`src/rtl/dpc_pkg.sv`:
```
// Shared types and helpers for the page-mode DRAM controller.
package dpc_pkg;

    // Sequencer states; the strobe pins are decoded from these.
    typedef enum logic [2:0] {
        ST_IDLE,   // row closed, precharge complete
        ST_ACT,    // row strobe low, waiting out row-to-column delay
        ST_CLO,    // column strobe low for one beat
        ST_CHI,    // column strobe high between beats
        ST_HOLD,   // row still open after last beat until minimum width met
        ST_PRE,    // row strobe high, precharge in progress
        ST_CBR,    // column strobe low ahead of row strobe (refresh setup)
        ST_REF     // row strobe low for a refresh
    } dpc_state_e;

    function automatic int dpc_max(input int a, input int b);
        return (a > b) ? a : b;
    endfunction

endpackage

```
`src/rtl/dpc_refresh.sv`:
```
// Refresh scheduler: interval timer, pending flag and row counter.
// Assumes REF_INTERVAL >= 2 and that the sequencer grants a pending
// refresh well within one interval.
module dpc_refresh #(
    parameter int REF_INTERVAL = 780,
    parameter int ROW_W        = 4,
    parameter int REF_ROWS     = 16
) (
    input  logic             clk,
    input  logic             rst_n,
    input  logic             ref_start,
    input  logic             ref_row_adv,
    output logic             ref_pending,
    output logic [ROW_W-1:0] ref_row
);
    localparam int TW = $clog2(REF_INTERVAL);

    logic [TW-1:0] tcnt;
    logic          tick;

    assign tick = (tcnt == TW'(REF_INTERVAL - 1));

    // Free-running interval counter.
    always_ff @(posedge clk) begin
        if (!rst_n)    tcnt <= '0;
        else if (tick) tcnt <= '0;
        else           tcnt <= tcnt + 1'b1;
    end

    // Demand flag: set by the timer, cleared when the sequencer grants it.
    always_ff @(posedge clk) begin
        if (!rst_n)         ref_pending <= 1'b0;
        else if (tick)      ref_pending <= 1'b1;
        else if (ref_start) ref_pending <= 1'b0;
    end

    // Row counter; wrap style picked by whether the row count fills the width.
    generate
        if (REF_ROWS == (1 << ROW_W)) begin : g_wrap_nat
            // Natural binary wrap.
            always_ff @(posedge clk) begin
                if (!rst_n)           ref_row <= '0;
                else if (ref_row_adv) ref_row <= ref_row + 1'b1;
            end
        end else begin : g_wrap_cmp
            // Explicit wrap at the last row.
            always_ff @(posedge clk) begin
                if (!rst_n) ref_row <= '0;
                else if (ref_row_adv)
                    ref_row <= (ref_row == ROW_W'(REF_ROWS - 1)) ? '0 : ref_row + 1'b1;
            end
        end
    endgenerate

    // a pending refresh is granted before the next interval expires.
    assert_refresh_deadline_R11: assert property (@(posedge clk) disable iff (!rst_n)
        (tick && ref_pending) |-> ref_start);

endmodule

```
`src/rtl/dpc_seq.sv`:
```
// Strobe sequencer: runs activation, page-mode beats, row hold, precharge
// and both refresh styles. Assumes T_RCD, T_CAS, T_CP, T_RAS, T_RP >= 1
// and BURST_LEN >= 2. Pins are decoded from registered state.
module dpc_seq
    import dpc_pkg::*;
#(
    parameter int ROW_W     = 4,
    parameter int COL_W     = 4,
    parameter int DATA_W    = 8,
    parameter int BURST_LEN = 4,
    parameter int T_RCD     = 4,
    parameter int T_CAS     = 1,
    parameter int T_CP      = 1,
    parameter int T_RAS     = 5,
    parameter int T_RP      = 3
) (
    input  logic                          clk,
    input  logic                          rst_n,
    input  logic                          req_valid,
    input  logic                          req_write,
    input  logic [ROW_W+COL_W-1:0]        req_addr,
    input  logic [BURST_LEN*DATA_W-1:0]   req_wdata,
    output logic                          req_ready,
    input  logic                          ref_pending,
    input  logic                          ref_mode,
    input  logic [ROW_W-1:0]              ref_row,
    output logic                          ref_start,
    output logic                          ref_row_adv,
    output logic                          cap_en,
    output logic                          ras_n,
    output logic                          cas_n,
    output logic                          we_n,
    output logic [dpc_max(ROW_W,COL_W)-1:0] addr,
    output logic [DATA_W-1:0]             dq_out,
    output logic                          dq_oe
);
    localparam int AW   = dpc_max(ROW_W, COL_W);
    localparam int CMAX = dpc_max(dpc_max(T_RCD, T_CAS), dpc_max(T_CP, T_RP));
    localparam int CW   = $clog2(CMAX + 1);
    localparam int BW   = $clog2(BURST_LEN);
    localparam int RMAX = dpc_max(T_RAS, T_RCD);
    localparam int RCW  = $clog2(RMAX + 1);
    localparam int HCW  = $clog2(T_RP + 1);

    dpc_state_e                  st;
    logic [CW-1:0]               cnt;
    logic [BW-1:0]               beat;
    logic [ROW_W-1:0]            row_q;
    logic [COL_W-1:0]            col_q;
    logic [COL_W-1:0]            col_cur;
    logic                        wr_q;
    logic                        cbr_q;
    logic [BURST_LEN*DATA_W-1:0] wdat_q;
    logic [RCW-1:0]              ras_cnt;
    logic [HCW-1:0]              hi_cnt;
    logic                        ras_low;
    logic                        ras_ok;
    logic                        last_beat;

    assign ras_low   = (st == ST_ACT) || (st == ST_CLO) || (st == ST_CHI) ||
                       (st == ST_HOLD) || (st == ST_REF);
    assign ras_ok    = (int'(ras_cnt) + 1) >= T_RAS;
    assign last_beat = (beat == BW'(BURST_LEN - 1));
    assign col_cur   = col_q + COL_W'(beat);

    // Handshake and refresh strobes toward the host and the scheduler.
    assign req_ready   = (st == ST_IDLE) && !ref_pending;
    assign ref_start   = (st == ST_IDLE) && ref_pending;
    assign ref_row_adv = (st == ST_REF) && ras_ok && !cbr_q;
    assign cap_en      = (st == ST_CLO) && (cnt == '0) && !wr_q;

    // Pin decode from the current state.
    always_comb begin
        ras_n  = !ras_low;
        cas_n  = !((st == ST_CLO) || (st == ST_CBR) || ((st == ST_REF) && cbr_q));
        we_n   = !(wr_q && ras_low && (st != ST_REF));
        dq_oe  = wr_q && (st == ST_CLO);
        dq_out = wdat_q[int'(beat)*DATA_W +: DATA_W];
        addr   = '0;
        case (st)
            ST_ACT:         addr = AW'(row_q);
            ST_CLO, ST_CHI: addr = AW'(col_cur);
            ST_REF:         addr = cbr_q ? '0 : AW'(ref_row);
            default:        addr = '0;
        endcase
    end

    // Main state machine with a shared down-counter for fixed phases.
    always_ff @(posedge clk) begin
        if (!rst_n) begin
            st     <= ST_IDLE;
            cnt    <= '0;
            beat   <= '0;
            row_q  <= '0;
            col_q  <= '0;
            wr_q   <= 1'b0;
            cbr_q  <= 1'b0;
            wdat_q <= '0;
        end else begin
            case (st)
                ST_IDLE: begin
                    if (ref_pending) begin
                        cbr_q <= ref_mode;
                        wr_q  <= 1'b0;
                        st    <= ref_mode ? ST_CBR : ST_REF;
                    end else if (req_valid) begin
                        row_q  <= req_addr[COL_W +: ROW_W];
                        col_q  <= req_addr[COL_W-1:0];
                        wr_q   <= req_write;
                        wdat_q <= req_wdata;
                        cbr_q  <= 1'b0;
                        beat   <= '0;
                        cnt    <= CW'(T_RCD - 1);
                        st     <= ST_ACT;
                    end
                end
                ST_ACT: begin
                    if (cnt == '0) begin
                        cnt <= CW'(T_CAS - 1);
                        st  <= ST_CLO;
                    end else cnt <= cnt - 1'b1;
                end
                ST_CLO: begin
                    if (cnt == '0) begin
                        if (last_beat) st <= ST_HOLD;
                        else begin
                            beat <= beat + 1'b1;
                            cnt  <= CW'(T_CP - 1);
                            st   <= ST_CHI;
                        end
                    end else cnt <= cnt - 1'b1;
                end
                ST_CHI: begin
                    if (cnt == '0) begin
                        cnt <= CW'(T_CAS - 1);
                        st  <= ST_CLO;
                    end else cnt <= cnt - 1'b1;
                end
                ST_HOLD, ST_REF: begin
                    if (ras_ok) begin
                        cnt  <= CW'(T_RP - 1);
                        wr_q <= 1'b0;
                        st   <= ST_PRE;
                    end
                end
                ST_CBR: st <= ST_REF;
                ST_PRE: begin
                    if (cnt == '0) begin
                        cbr_q <= 1'b0;
                        st    <= ST_IDLE;
                    end else cnt <= cnt - 1'b1;
                end
                default: st <= ST_IDLE;
            endcase
        end
    end

    // Cycles row strobe has been low before the current one (saturating).
    always_ff @(posedge clk) begin
        if (!rst_n)                       ras_cnt <= '0;
        else if (!ras_low)                ras_cnt <= '0;
        else if (int'(ras_cnt) < RMAX)    ras_cnt <= ras_cnt + 1'b1;
    end

    // Cycles row strobe has been high before the current one (saturating).
    always_ff @(posedge clk) begin
        if (!rst_n)                       hi_cnt <= HCW'(T_RP);
        else if (ras_low)                 hi_cnt <= '0;
        else if (int'(hi_cnt) < T_RP)     hi_cnt <= hi_cnt + 1'b1;
    end

    // column strobe may not fall inside an open row before T_RCD.
    assert_rcd_min_R2: assert property (@(posedge clk) disable iff (!rst_n)
        ($fell(cas_n) && !ras_n) |-> (int'(ras_cnt) >= T_RCD));

    // row strobe low width.
    assert_ras_width_R4: assert property (@(posedge clk) disable iff (!rst_n)
        $rose(ras_n) |-> ((int'($past(ras_cnt)) + 1) >= T_RAS));

    // precharge width before the next activation.
    assert_precharge_R4: assert property (@(posedge clk) disable iff (!rst_n)
        $fell(ras_n) |-> (int'(hi_cnt) >= T_RP));

    // data is driven only inside a write column pulse.
    assert_drive_window_R6: assert property (@(posedge clk) disable iff (!rst_n)
        dq_oe |-> (!cas_n && !we_n && !ras_n));

    // column strobe alone low is always followed by row strobe falling.
    assert_cbr_order_R10: assert property (@(posedge clk) disable iff (!rst_n)
        (!cas_n && ras_n) |=> (!ras_n && !cas_n));

endmodule

```
`src/rtl/dpc_rdpath.sv`:
```
// Read capture: registers memory data at the end of each read beat and
// flags it for one cycle. Assumes beats are at least two cycles apart.
module dpc_rdpath #(
    parameter int DATA_W = 8
) (
    input  logic              clk,
    input  logic              rst_n,
    input  logic              cap_en,
    input  logic [DATA_W-1:0] dq_in,
    output logic              rd_valid,
    output logic [DATA_W-1:0] rd_data
);
    // Capture register and valid flag.
    always_ff @(posedge clk) begin
        if (!rst_n) begin
            rd_valid <= 1'b0;
            rd_data  <= '0;
        end else begin
            rd_valid <= cap_en;
            if (cap_en) rd_data <= dq_in;
        end
    end

    // each read beat yields a single-cycle valid.
    assert_rdv_pulse_R5: assert property (@(posedge clk) disable iff (!rst_n)
        rd_valid |=> !rd_valid);

endmodule

```
`src/rtl/dram_page_ctrl.sv`:
```
// Top of the page-mode DRAM controller: connects the refresh scheduler,
// the strobe sequencer and the read capture path. Host bursts are
// BURST_LEN beats with sequential columns inside one row.
module dram_page_ctrl
    import dpc_pkg::*;
#(
    parameter int ROW_W        = 4,
    parameter int COL_W        = 4,
    parameter int DATA_W       = 8,
    parameter int BURST_LEN    = 4,
    parameter int T_RCD        = 4,
    parameter int T_CAS        = 1,
    parameter int T_CP         = 1,
    parameter int T_RAS        = 5,
    parameter int T_RP         = 3,
    parameter int REF_INTERVAL = 780,
    parameter int REF_ROWS     = 16
) (
    input  logic                            clk,
    input  logic                            rst_n,
    input  logic                            req_valid,
    output logic                            req_ready,
    input  logic                            req_write,
    input  logic [ROW_W+COL_W-1:0]          req_addr,
    input  logic [BURST_LEN*DATA_W-1:0]     req_wdata,
    output logic                            rd_valid,
    output logic [DATA_W-1:0]               rd_data,
    input  logic                            ref_mode,
    output logic                            dram_ras_n,
    output logic                            dram_cas_n,
    output logic                            dram_we_n,
    output logic [dpc_max(ROW_W,COL_W)-1:0] dram_addr,
    output logic [DATA_W-1:0]               dram_dq_out,
    output logic                            dram_dq_oe,
    input  logic [DATA_W-1:0]               dram_dq_in
);
    logic             ref_pending;
    logic             ref_start;
    logic             ref_row_adv;
    logic [ROW_W-1:0] ref_row;
    logic             cap_en;

    dpc_refresh #(
        .REF_INTERVAL (REF_INTERVAL),
        .ROW_W        (ROW_W),
        .REF_ROWS     (REF_ROWS)
    ) u_refresh (
        .clk         (clk),
        .rst_n       (rst_n),
        .ref_start   (ref_start),
        .ref_row_adv (ref_row_adv),
        .ref_pending (ref_pending),
        .ref_row     (ref_row)
    );

    dpc_seq #(
        .ROW_W     (ROW_W),
        .COL_W     (COL_W),
        .DATA_W    (DATA_W),
        .BURST_LEN (BURST_LEN),
        .T_RCD     (T_RCD),
        .T_CAS     (T_CAS),
        .T_CP      (T_CP),
        .T_RAS     (T_RAS),
        .T_RP      (T_RP)
    ) u_seq (
        .clk         (clk),
        .rst_n       (rst_n),
        .req_valid   (req_valid),
        .req_write   (req_write),
        .req_addr    (req_addr),
        .req_wdata   (req_wdata),
        .req_ready   (req_ready),
        .ref_pending (ref_pending),
        .ref_mode    (ref_mode),
        .ref_row     (ref_row),
        .ref_start   (ref_start),
        .ref_row_adv (ref_row_adv),
        .cap_en      (cap_en),
        .ras_n       (dram_ras_n),
        .cas_n       (dram_cas_n),
        .we_n        (dram_we_n),
        .addr        (dram_addr),
        .dq_out      (dram_dq_out),
        .dq_oe       (dram_dq_oe)
    );

    dpc_rdpath #(
        .DATA_W (DATA_W)
    ) u_rdpath (
        .clk      (clk),
        .rst_n    (rst_n),
        .cap_en   (cap_en),
        .dq_in    (dram_dq_in),
        .rd_valid (rd_valid),
        .rd_data  (rd_data)
    );

endmodule

```
`config.mk`:
```
export PLATFORM = sky130hd
export DESIGN_NAME = dram_page_ctrl
export DESIGN_NICKNAME = d
export VERILOG_FILES = /design/src/rtl/dpc_pkg.sv /design/src/rtl/dpc_refresh.sv /design/src/rtl/dpc_seq.sv /design/src/rtl/dpc_rdpath.sv /design/src/rtl/dram_page_ctrl.sv
export SDC_FILE = /design/constraint.sdc
export NUM_CORES = 1
export LEC_CHECK = 0
export BUFFER_PORTS_ARGS = -buffer_cell sky130_fd_sc_hd__buf_2
export CAP_MARGIN = 15
export CORE_UTILIZATION = 40
export CTS_CLUSTER_DIAMETER = 40
export DETAILED_ROUTE_END_ITERATION = 10
export PLACE_DENSITY = 0.64
export SKIP_LAST_GASP = 1
export SLEW_MARGIN = 20
export SYNTH_ARGS = -nofsm -noshare
export SYNTH_HDL_FRONTEND = slang
export SYNTH_SLANG_ARGS = --single-unit
```
`constraint.sdc`:
```
create_clock -name clk -period 5.9 [get_ports clk]
set_input_delay 0.59 -clock clk [delete_from_list [all_inputs] [get_ports clk]]
set_output_delay 0.59 -clock clk [all_outputs]
set_load 0.01 [all_outputs]
```
Word-level counts from Yosys, hierarchy flattened
Index checks and enable logic that the tools add are counted.

storage, ports and cells
  bits in registers = 77
  input port bits = 53
  output and inout bits = 26
  logic and storage cells = 120

cells by class
  add/sub/neg operators = 7
  magnitude comparators = 2
  equality and inequality tests = 20
  shift operators = 1
  mux-type cells = 34
  bitwise gates (word level) = 2
  reductions and logical operators = 40

operator list
  cell                                                                 number
  two-way mux 3 bit                                                    14
  greater-or-equal comparator 32 x 4 -> 1 bit (second input constant)  1
  variable part select 32 x 6 -> 8 bit                                 1
  case mux 3 bit (6 select lines)                                      1
  case mux 3 bit (5 select lines)                                      1
  == test 3 bit (second input constant)                                4
  case mux 4 bit (3 select lines)                                      1
  adder 10 x 1 -> 10 bit (second input constant)                       1
  == test 10 bit (second input constant)                               1
  logical AND 1 bit                                                    10
  inequality test 2 bit (second input constant)                        5
  AND reduction 5 bit                                                  2
  two-way mux 1 bit                                                    9
  inequality test 3 bit (second input constant)                        3
  AND reduction 3 bit                                                  3
  two-way mux 2 bit                                                    4
  nonzero test 2 bit                                                   4
  OR reduction 2 bit                                                   4
  == test 3 x 2 -> 1 bit (second input constant)                       2
  logical NOT 1 bit                                                    6
  logical NOT 3 bit                                                    2
  logical OR 1 bit                                                     6
  inequality test 2 x 1 -> 1 bit (second input constant)               3
  AND reduction 6 bit                                                  1
  other kinds (15)                                                     17

Depth between registers and ports, before layout
Gate-level depths: netlist of the first run.

  word-level depth = 8
  gate-level depth with buffers = 9
  mapped depth without buffers = 7

By module
From an unflattened synthesis of the first run, not the netlist that was laid out.

unflattened totals
  cell total of the unflattened synthesis = 433
  area total of the unflattened synthesis = 3,664.8 um^2

modules (own cells, without submodules)
  module       instances  cells each  area an instance (um^2)  seq. area each (um^2)
  dpc_seq      1          340         2,698.8                  1,061.0
  dpc_refresh  1          66          636.9                    300.3
  dpc_rdpath   1          27          329.1                    180.2

Worst setup path before layout of the first run
Ideal clock, no wire load.

  kind = reg-to-output
  start point = reg u_seq.beat[0]
  end point = out dram_dq_out[0]
  data arrival time = 1.410 ns
  required time = 5.310 ns
  setup slack = 3.900 ns
  cell stages (with the launch flop) = 3
  buffers on the path = 1
  cell sequence = dfxtp_1 clkbuf_1 mux4_2

between the ends
  cells in the longest elaborated chain, start to end = 1

ends and longest elaborated chain
  item                                  line                  RTL
  start, declared                       dpc_seq.sv:47         logic [BW-1:0] beat;
  start signal, assigned                dpc_seq.sv:127        beat <= beat + 1'b1;
  variable part select 32 x 6 -> 8 bit  dpc_seq.sv:78         dq_out = wdat_q[int'(beat)*DATA_W +: DATA_W];
  end, declared                         dram_page_ctrl.sv:33  output logic [DATA_W-1:0] dram_dq_out,

No other way between the ends.

Final worst setup path of the first run
  start point = reg u_seq.beat[0]
  end point = out dram_addr[1]

between the ends
  cells in the longest elaborated chain, start to end = 2

ends and longest elaborated chain
  item                             line                  RTL
  adder 4 x 2 -> 4 bit             dpc_seq.sv:64         assign col_cur = col_q + COL_W'(beat);
  case mux 4 bit (3 select lines)  dpc_seq.sv:80         case (st)
  end, declared                    dram_page_ctrl.sv:32  output logic [dpc_max(ROW_W,COL_W)-1:0] dram_addr,

No other way between the ends.

==> impl_metrics.toml, run 1 <==
[die]
start_util = 0.411
die_w_um = 96.7
die_h_um = 96.7
std_cell_rows = 34
die_area_um2 = 9350
fp.coreArea_um2 = 8720
ios = 79

[critical_path]
crit_family = "flip-flops"
arrival_ns = 2.29
cp_max_fo = 12
start_kind = "flip-flop"
path_cells = "ha_1 -> fa_1 -> a222oi_1 -> inv_1 -> buf_2"
max_stage_delay_ns = 0.75
crit_start = "u_seq.beat[0]$_SDFFE_PN0P_"
critPathRequiredTime_ns = 5.31
path_class = "reg -> out"
end_kind = "primary output"
cp_slowest_cell = "dfxtp_1"
timing.rr.start = "u_seq.st[1]$_SDFFE_PN0P_"
path_buf_inv = 2

[clock_tree]
postCtsHoldBufs = 0
htree_levels = 3
cts_sinks = 77
cts_buffers = 9
path_clk_slew_ns = 0.08
cts_tree = "done"
root_buffer = "clkbuf_8"
cts-resized-gates = 0
clock_path_buffers = 2
post_cts_buffers = 0
clkLatencyLatePin_ns = 0.35

[global_routing]
antenna_found_initial = 0
grt_pass1_wl_mm = 13.3
grt_overflow = 0
grt_max_degree = 49
grt_pass1_vias = 2961
grt_usage = 0.173

[run]
drv_cap = 0

[route]
wire_per_inst_um = 12.8
wirelength_mm = 7.80
drt_iter0_drc = 158
vias_per_cell = 5.11
firstDrtPassIters = 4
routed-via-count = 3115
final_antenna_net_count = 0
drc = 0

[timing]
period_share = 0.488
final.min_clock_period_ns = 2.88
final.setup.tns_ns = 0
setup_viol_count_final = 0
setup_slack_ns = 3.02
tightest_slew_ns = 0.729
hold_slack_ns = 0.458
fmax_mhz = 347
slew_headroom = 0.513
finalHoldViolCount = 0
fin_skew_ns = 0.0110
rsz0062_at_grt = "no"
slew_violations = 0

[cells_and_area]
layout-drive-gt1-share = 0.220
antenna_cells = 0
nNetsFinal = 559
final_core_util = 0.482
area_growth_pct = 17.2

[placed_design]
pre_cts_slack_ns = 3.34
routabilityCongestion = 0.804
hpwlAfterDp_mm = 5.48
portBuffers = 78

[logic_synthesis]
syn_area_um2 = 3590
synth_commonest_cells = "nand2_1 (107), dfxtp_1 (77), a21oi_1 (52)"
synth_edf_count = 0
synthTopCellsByArea = "dfxtp_1 (43%), nand2_1 (11%), a21oi_1 (7.3%)"
synth.most_common_cell = "nand2_1"
yosys.cell_types.count = 49
yosys_warnings = 0
synth-seq-area-share = 0.430
ys.flop_type = "dfxtp_1"
ys_async_sr_fraction = 0
yosysTopAreaCell = "dfxtp_1"
syn_nets = 494
syn_area_per_cell_um2 = 8.33
synth_seq_cells = 77
yosysTopAreaCellShare = 0.430
syn_inst = 431

[power_and_ir_drop]
total_power_mw = 1.56
peakVddDrop_uv = 163
leakage_nw = 1.85
power_density_nw_per_um2 = 371

[outcome]
status = "completed"

[hold_path]
hold_class = "reg -> reg"
min_from = "u_seq.wdat_q[13]$_SDFFE_PN0P_"
kinds of logic after synthesis:
logic type	after synthesis	share of synthesized area
AO/OA/AOI/OAI	83	0.136
XOR/XNOR	13	0.0317
adder cells (fa/ha/maj)	10	0.0370
buffers and inverters	38	0.0520
flip-flops	77	0.430
multiplexers	19	0.0809
AND/OR/NAND/NOR	191	0.233
path summary, 6_finish.rpt:
check | endpoint | slack [ns] | depth (start not counted)
setup reg to reg | u_seq.cnt[1]$_SDFFE_PN0P_ | 3.58 | 5
hold reg to reg | u_seq.wdat_q[13]$_SDFFE_PN0P_ | 0.46 | 2
hold / removal | u_seq.wdat_q[13]$_SDFFE_PN0P_ | 0.46 | 2
setup / recovery | dram_addr[1] | 3.02 | 5
report_power, final:
part           switching (mW)  leakage [nW]  internal (mW)
Sequential             0.0738         0.628          0.596
Clock                   0.193         0.107          0.238
Combinational           0.263          1.11          0.194
Total                   0.531          1.85           1.03
state kept, by name, summed over array words and instances, names as in the netlist:
signal / flops
u_seq.st: 3
u_seq.row_q: 4
u_seq.wdat_q: 32
u_rdpath.rd_valid: 1
u_seq.cnt: 3
u_seq.wr_q: 1
u_seq.ras_cnt: 3
u_seq.beat: 2
u_rdpath.rd_data: 8
u_refresh.ref_row: 4
u_refresh.tcnt: 10
u_refresh.ref_pending: 1
u_seq.cbr_q: 1
u_seq.col_q: 4
worst min-delay path: stages, from the launching register on:
cell and delay (ns):
dfxtp_1 0.32, nand2_1 0.05, a21oi_1 0.05
per-layer routing:
layer,vias up,routed length (um),global-route usage
li1,1604,-,-
met1,1422,3720,0.228
met2,76,3570,0.271
met3,13,360,0.0426
met4,0,154,0.0723
met5,-,0,0
cells in the final DEF, fill, tap and decap left out, drive strengths merged, types with 3 or more instances in the layout:
cell type,Yosys,layout
a211oi,3,3
a21oi,52,52
a222oi,4,4
and2,3,3
and3,5,5
buf,10,81
clkbuf,17,10
dfxtp,77,77
ha,9,9
inv,11,12
mux2i,11,11
mux4,8,8
nand2,107,107
nand2b,3,3
nand3,9,9
nand4,3,3
nor2,38,38
nor2b,4,4
nor3,7,7
o21ai,9,9
o22ai,3,3
or3,3,3
xnor2,3,3
xor2,10,10
metrics by stage:
step                instance area (um^2)  cells
global route                        4210    609
detailed placement                  3990    593
floorplan                           3590    431
CTS                                 4210    609
finish                              4210    609
global placement                    3990    593
final cells by class:
type | count | area (um^2)
multi-input cells | 316 | 1860
repair buffers | 81 | 413
fillers | 819 | 4520
well taps | 108 | 135
flip-flops and latches | 77 | 1540
clock inverters | 6 | 86.3
clock buffers | 10 | 128
inverters | 11 | 41.3
No activity file was read; power rests on OpenSTA's default activity.
==> inputs of run 2 (changes only) <==
==> constraint.sdc (replaced) <==
create_clock -name clk -period 2.9 [get_ports clk]
set_input_delay 0.29 -clock clk [delete_from_list [all_inputs] [get_ports clk]]
set_output_delay 0.29 -clock clk [all_outputs]
set_load 0.01 [all_outputs]
==> run 2 against run 1 <==
Compared with the run above: count of clock-buffer cells in the layout up 2; global-route usage about the same; sequential share of layout area down 0.20 points; worst hold slack worse by 0.28 ns; final area up 0.54%; flip-flop and latch count unchanged; combinational power up 110%; largest cell class unchanged; largest power group unchanged; highest routed layer unchanged.
==> impl_metrics.toml, run 2 (synthesis gave the netlist of run 1 again) <==
[clock_tree]
cts_sinks = 77
post_cts_buffers = 0
postCtsHoldBufs = 0
path_clk_slew_ns = 0.08
htree_levels = 3
cts_buffers = 9
clkLatencyLatePin_ns = 0.34
cts-resized-gates = 0
root_buffer = "clkbuf_8"
clock_path_buffers = 2
cts_tree = "done"

[hold_path]
whs_endpoint = "u_seq.wdat_q[7]$_SDFFE_PN0P_"
hold_class = "in -> reg"
min_from = "req_wdata[7]"
min_path_cells = 3

[cells_and_area]
largest_reg_flops = 32
regArea_um2 = 1540
multi_input_area_um2 = 1860
layout-drive-gt1-share = 0.226
area_growth_pct = 17.8
top_register = "u_seq.wdat_q"
layout_common_cells = "nand2_1 (107), buf_2 (78), dfxtp_1 (77), a21oi_1 (52), nor2_1 (36)"
final_common_cell = "nand2_1"
nNetsFinal = 564
fillCellCount = 844
top_regs = "u_seq.wdat_q x32, u_refresh.tcnt x10, u_rdpath.rd_data x8"
antenna_cells = 0
finalNonFillerCells = 613

[die]
start_util = 0.411
die_area_um2 = 9350
ios = 79
die_h_um = 96.7
std_cell_rows = 34
die_w_um = 96.7
fp.coreArea_um2 = 8720

[timing]
period_share = 0.853
final.setup.tns_ns = 0
finalHoldViolCount = 0
final.min_clock_period_ns = 2.47
setup_viol_count_final = 0
fmax_mhz = 404
tightest_slew_ns = 0.624
fin_skew_ns = 0.0127
rsz0062_at_grt = "no"
slew_headroom = 0.583
slew_violations = 0
setup_slack_ns = 0.428

[power_and_ir_drop]
total_power_mw = 3.13
swShare = 0.343
intPower_mw = 2.06
power.share.sequential = 0.427
power_frac_comb = 0.312
peakVddDrop_uv = 329
power.switching_mw = 1.07
power_density_nw_per_um2 = 741
power_frac_clock = 0.261
leakage_nw = 1.87

[route]
routed-via-count = 3115
drc = 0
firstDrtPassIters = 4
vias_per_cell = 5.08
wirelength_mm = 7.88
wire_per_inst_um = 12.8
drt_iter0_drc = 195
final_antenna_net_count = 0

[global_routing]
antenna_found_initial = 0
grt_pass1_wl_mm = 13.4
grt_max_degree = 41
grt_usage = 0.173
grt_pass1_vias = 2971
grt_overflow = 0

[critical_path]
crit_family = "flip-flops"
cp.depth = 7
r2r_cells = 5
start_kind = "flip-flop"
path_cells = "ha_1 -> a21o_1 -> nand2_1 -> xnor2_1 -> a222oi_1 -> inv_1 -> buf_2"
timing.rr.start = "u_seq.st[0]$_SDFFE_PN0P_"
cp_max_fo = 12
regToRegSetupSlack_ns = 0.71
r2r-end = "u_seq.cnt[1]$_SDFFE_PN0P_"
cp_slowest_cell = "dfxtp_1"
path_buf_inv = 2
end_kind = "primary output"
arrival_ns = 2.18
path_class = "reg -> out"
max_stage_delay_ns = 0.67
critPathRequiredTime_ns = 2.61

[placed_design]
portBuffers = 78
dp_cells = 598
pre_cts_slack_ns = 0.719
routabilityCongestion = 0.788
hpwlAfterDp_mm = 5.52

[outcome]
status = "completed"

[run]
drv_cap = 0
-- run 2: cell types whose count changed in the layout (fill, tap and decap cells not counted) --
| cell | before | now |
|---|---|---|
| bufinv_16 | 2 | 1 |
| clkinv_2 | 2 | 1 |
| clkinvlp_4 | 1 | 0 |
| buf_4 | 3 | 8 |
| clkbuf_8 | 9 | 11 |
-- run 2: area by class of cell --
| cell class | count | share of cell area |
|---|---|---|
| repair buffers | 86 | 0.107 |
| inverters | 11 | 0.00977 |
| well taps | 108 | 0.0320 |
| clock inverters | 3 | 0.0104 |
| clock buffers | 12 | 0.0367 |
| flip-flops and latches | 77 | 0.365 |
| multi-input cells | 316 | 0.440 |
-- run 2: how the worst max path moves through the flow --
stage	to	start	slack (ns)
2_1_floorplan	u_seq.cnt[1]$_SDFFE_PN0P_	u_seq.ras_cnt[0]$_SDFFE_PN0N_	1.00
6_report	dram_addr[3]	u_seq.beat[1]$_SDFFE_PN0P_	0.43
5_1_grt	dram_addr[3]	u_seq.beat[1]$_SDFFE_PN0P_	0.26
3_5_place_dp	u_seq.cnt[1]$_SDFFE_PN0P_	u_seq.beat[1]$_SDFFE_PN0P_	0.72
3_3_place_gp	dram_addr[3]	u_seq.beat[1]$_SDFFE_PN0P_	0.73
4_1_cts	dram_addr[3]	u_seq.beat[1]$_SDFFE_PN0P_	0.37
-- run 2: routing by layer --
metal	vias to the layer above	share of wire	track usage
met5	-	0	0
met1	1428	0.47	0.223
met4	0	0.0056	0.0677
met3	6	0.055	0.0405
li1	1605	-	-
met2	76	0.47	0.280
-- run 2: worst min-delay path, cell delays in order --
cell and delay, ns:
buf_2 0.09, nand2_1 0.04, a21oi_1 0.05
-- run 2: power groups by stage --
stage	logic [mW]	clock network, mW	registers, mW
after global placement	0.955	0	1.35
after detailed placement	0.979	0	1.36
after CTS	0.983	0.842	1.34
final	0.978	0.817	1.34
after floorplan	0.792	0	1.31
after global routing	1.10	0.891	1.36
-- run 2: stage by stage --
step | hold WS [ns] | utilization | instance area (um^2)
finish | 0.181 | 0.485 | 4230
detailed placement | 0.445 | 0.462 | 4030
floorplan | 0.426 | - | 3590
CTS | 0.165 | 0.485 | 4230
global route | 0.170 | 0.485 | 4230
global placement | 0.439 | 0.462 | 4030
==> inputs of run 3 (changes only) <==
--- a/config.mk
+++ b/config.mk
@@ -7,10 +7,11 @@
 export LEC_CHECK = 0
 export BUFFER_PORTS_ARGS = -buffer_cell sky130_fd_sc_hd__buf_2
 export CAP_MARGIN = 15
-export CORE_UTILIZATION = 40
+export CORE_UTILIZATION = 30
 export CTS_CLUSTER_DIAMETER = 40
 export DETAILED_ROUTE_END_ITERATION = 10
-export PLACE_DENSITY = 0.64
+export PLACE_DENSITY = 0.51
+export RECOVER_POWER = 25
 export SKIP_LAST_GASP = 1
 export SLEW_MARGIN = 20
 export SYNTH_ARGS = -nofsm -noshare
==> run 3 against run 2 <==
Compared with the run above: the flow now finishes with violations (design-rule violations); count of clock-buffer cells in the layout is 2 lower; global-route usage is 2.9 points lower; register-to-register slack hardly changed; sequential power hardly changed; flip-flop and latch count stayed put; routed wire length is 9.4% higher; worst hold slack better by 0.0079 ns; critical path depth stayed put; clock power is 47% higher; first-iteration DRC count is 1.5% lower; critical endpoint unchanged; highest routed layer is now met5.
==> impl_metrics.toml, run 3 (synthesis gave the netlist of run 1 again) <==
[outcome]
status = "finished, violations left"
violations = "design-rule violations"

[clock_tree]
cts_buffers = 9
htree_levels = 3
clkLatencyLatePin_ns = 0.33
cts_sinks = 77
root_buffer = "clkbuf_16"
post_cts_buffers = 0
path_clk_slew_ns = 0.06
cts-resized-gates = 0
postCtsHoldBufs = 0
cts_tree = "done"
clock_path_buffers = 2

[power_and_ir_drop]
leakage_nw = 1.87
peakVddDrop_uv = 337
power_density_nw_per_um2 = 805

[critical_path]
cp_max_fo = 12
r2r_cells = 5
r2r-end = "u_seq.cnt[1]$_SDFFE_PN0P_"
regToRegSetupSlack_ns = 0.71
start_kind = "flip-flop"
path_class = "reg -> out"
timing.rr.start = "u_seq.beat[1]$_SDFFE_PN0P_"
critPathRequiredTime_ns = 2.61
end_kind = "primary output"
crit_start = "u_seq.beat[1]$_SDFFE_PN0P_"
arrival_ns = 2.22

[route]
routed-via-count = 3156
route.met3.wl_um = 483
wire_per_inst_um = 13.3
drc = 10
route.top_layer_used = "met5"
final_antenna_net_count = 0
route.met2.wl_mm = 4.04
wirelength_mm = 8.62
vias_per_cell = 4.87
wl_met1_mm = 3.96
firstDrtPassIters = 7
drt_iter0_drc = 192

[die]
die_w_um = 111
std_cell_rows = 39
ios = 79
fp.coreArea_um2 = 11500
die_area_um2 = 12400
start_util = 0.312
die_h_um = 111

[global_routing]
antenna_found_initial = 2
grt_usage = 0.144
grt_max_degree = 55
grt_pass1_vias = 3014
grt_overflow = 0
grt_pass1_wl_mm = 14.3

[hold_path]
hold_class = "in -> reg"
whs_endpoint = "u_rdpath.rd_data[0]$_SDFFE_PN0P_"
min_path_cells = 3
min_from = "dram_dq_in[0]"

[cells_and_area]
antenna_cells = 0
layout-drive-gt1-share = 0.210
top_register = "u_seq.wdat_q"
final_common_cell = "nand2_1"
largest_reg_flops = 32
final_core_util = 0.379
nNetsFinal = 563
top_regs = "u_seq.wdat_q x32, u_refresh.tcnt x10, u_rdpath.rd_data x8"
area_growth_pct = 21.8
layout_common_cells = "nand2_1 (107), dfxtp_1 (77), buf_2 (69), a21oi_1 (52), nor2_1 (36)"

[timing]
final.min_clock_period_ns = 2.51
rsz0062_at_grt = "no"
fmax_mhz = 398
finalHoldViolCount = 0
tightest_slew_ns = 0.731
fin_skew_ns = 0.00924
slew_headroom = 0.512
setup_viol_count_final = 0
period_share = 0.867
final.setup.tns_ns = 0
slew_violations = 0

[placed_design]
routabilityCongestion = 0.844
portBuffers = 78
hpwlAfterDp_mm = 6.04

[run]
drv_cap = 0
==> run 3: changes by cell type in the layout (fill, tap and decap cells not counted), moves of 9 or more <==
cell / change
buf_2: -9
clkbuf_1: +9
clkbuf_16: +9
clkbuf_8: -11
==> run 3: cell type report <==
class | instances | area [um^2]
clock inverters | 6 | 86.3
inverters | 11 | 41.3
repair buffers | 85 | 432
clock buffers | 10 | 229
multi-input cells | 316 | 1860
flip-flops and latches | 77 | 1540
well taps | 143 | 179
fillers | 1224 | 7150
==> run 3: stage by stage <==
stage          cell area (um^2)  power [mW]  std cells  setup slack, ns  hold WS (ns)
2_1_floorplan              3590        2.10        431             1.00         0.426
3_3_place_gp               4070        2.35        632            0.673         0.438
3_5_place_dp               4070        2.36        632            0.676         0.444
4_1_cts                    4380        3.57        648            0.316         0.182
5_1_grt                    4370        3.75        648            0.227         0.186
6_report                   4370        3.52        648            0.386         0.189
==> run 3: how the worst max path moves through the flow <==
stage / cells after the start / end
4_1_cts: 7 / dram_addr[3]
6_report: 7 / dram_addr[3]
3_5_place_dp: 7 / dram_addr[3]
5_1_grt: 7 / dram_addr[3]
2_1_floorplan: 6 / u_seq.cnt[1]$_SDFFE_PN0P_
3_3_place_gp: 7 / dram_addr[3]
==> run 3: routing by layer <==
metal,track usage,up-vias
met1,0.180,1461
li1,-,1606
met5,0,-
met4,0.0523,2
met2,0.229,76
met3,0.0501,11
==> run 3: where the power goes <==
group	switching, mW	leakage (nW)	internal (mW)	total [mW]
clock	0.441	0.153	0.754	1.20
sequential	0.126	0.628	1.21	1.34
combinational	0.577	1.09	0.404	0.981
==> run 3: critical path, cell delays in order, from the launching register on <==
cell and delay, ns:
dfxtp_1 0.69, ha_1 0.34, a21o_1 0.17, nand2_1 0.07
xnor2_1 0.06, a222oi_1 0.35, inv_1 0.07, buf_2 0.14
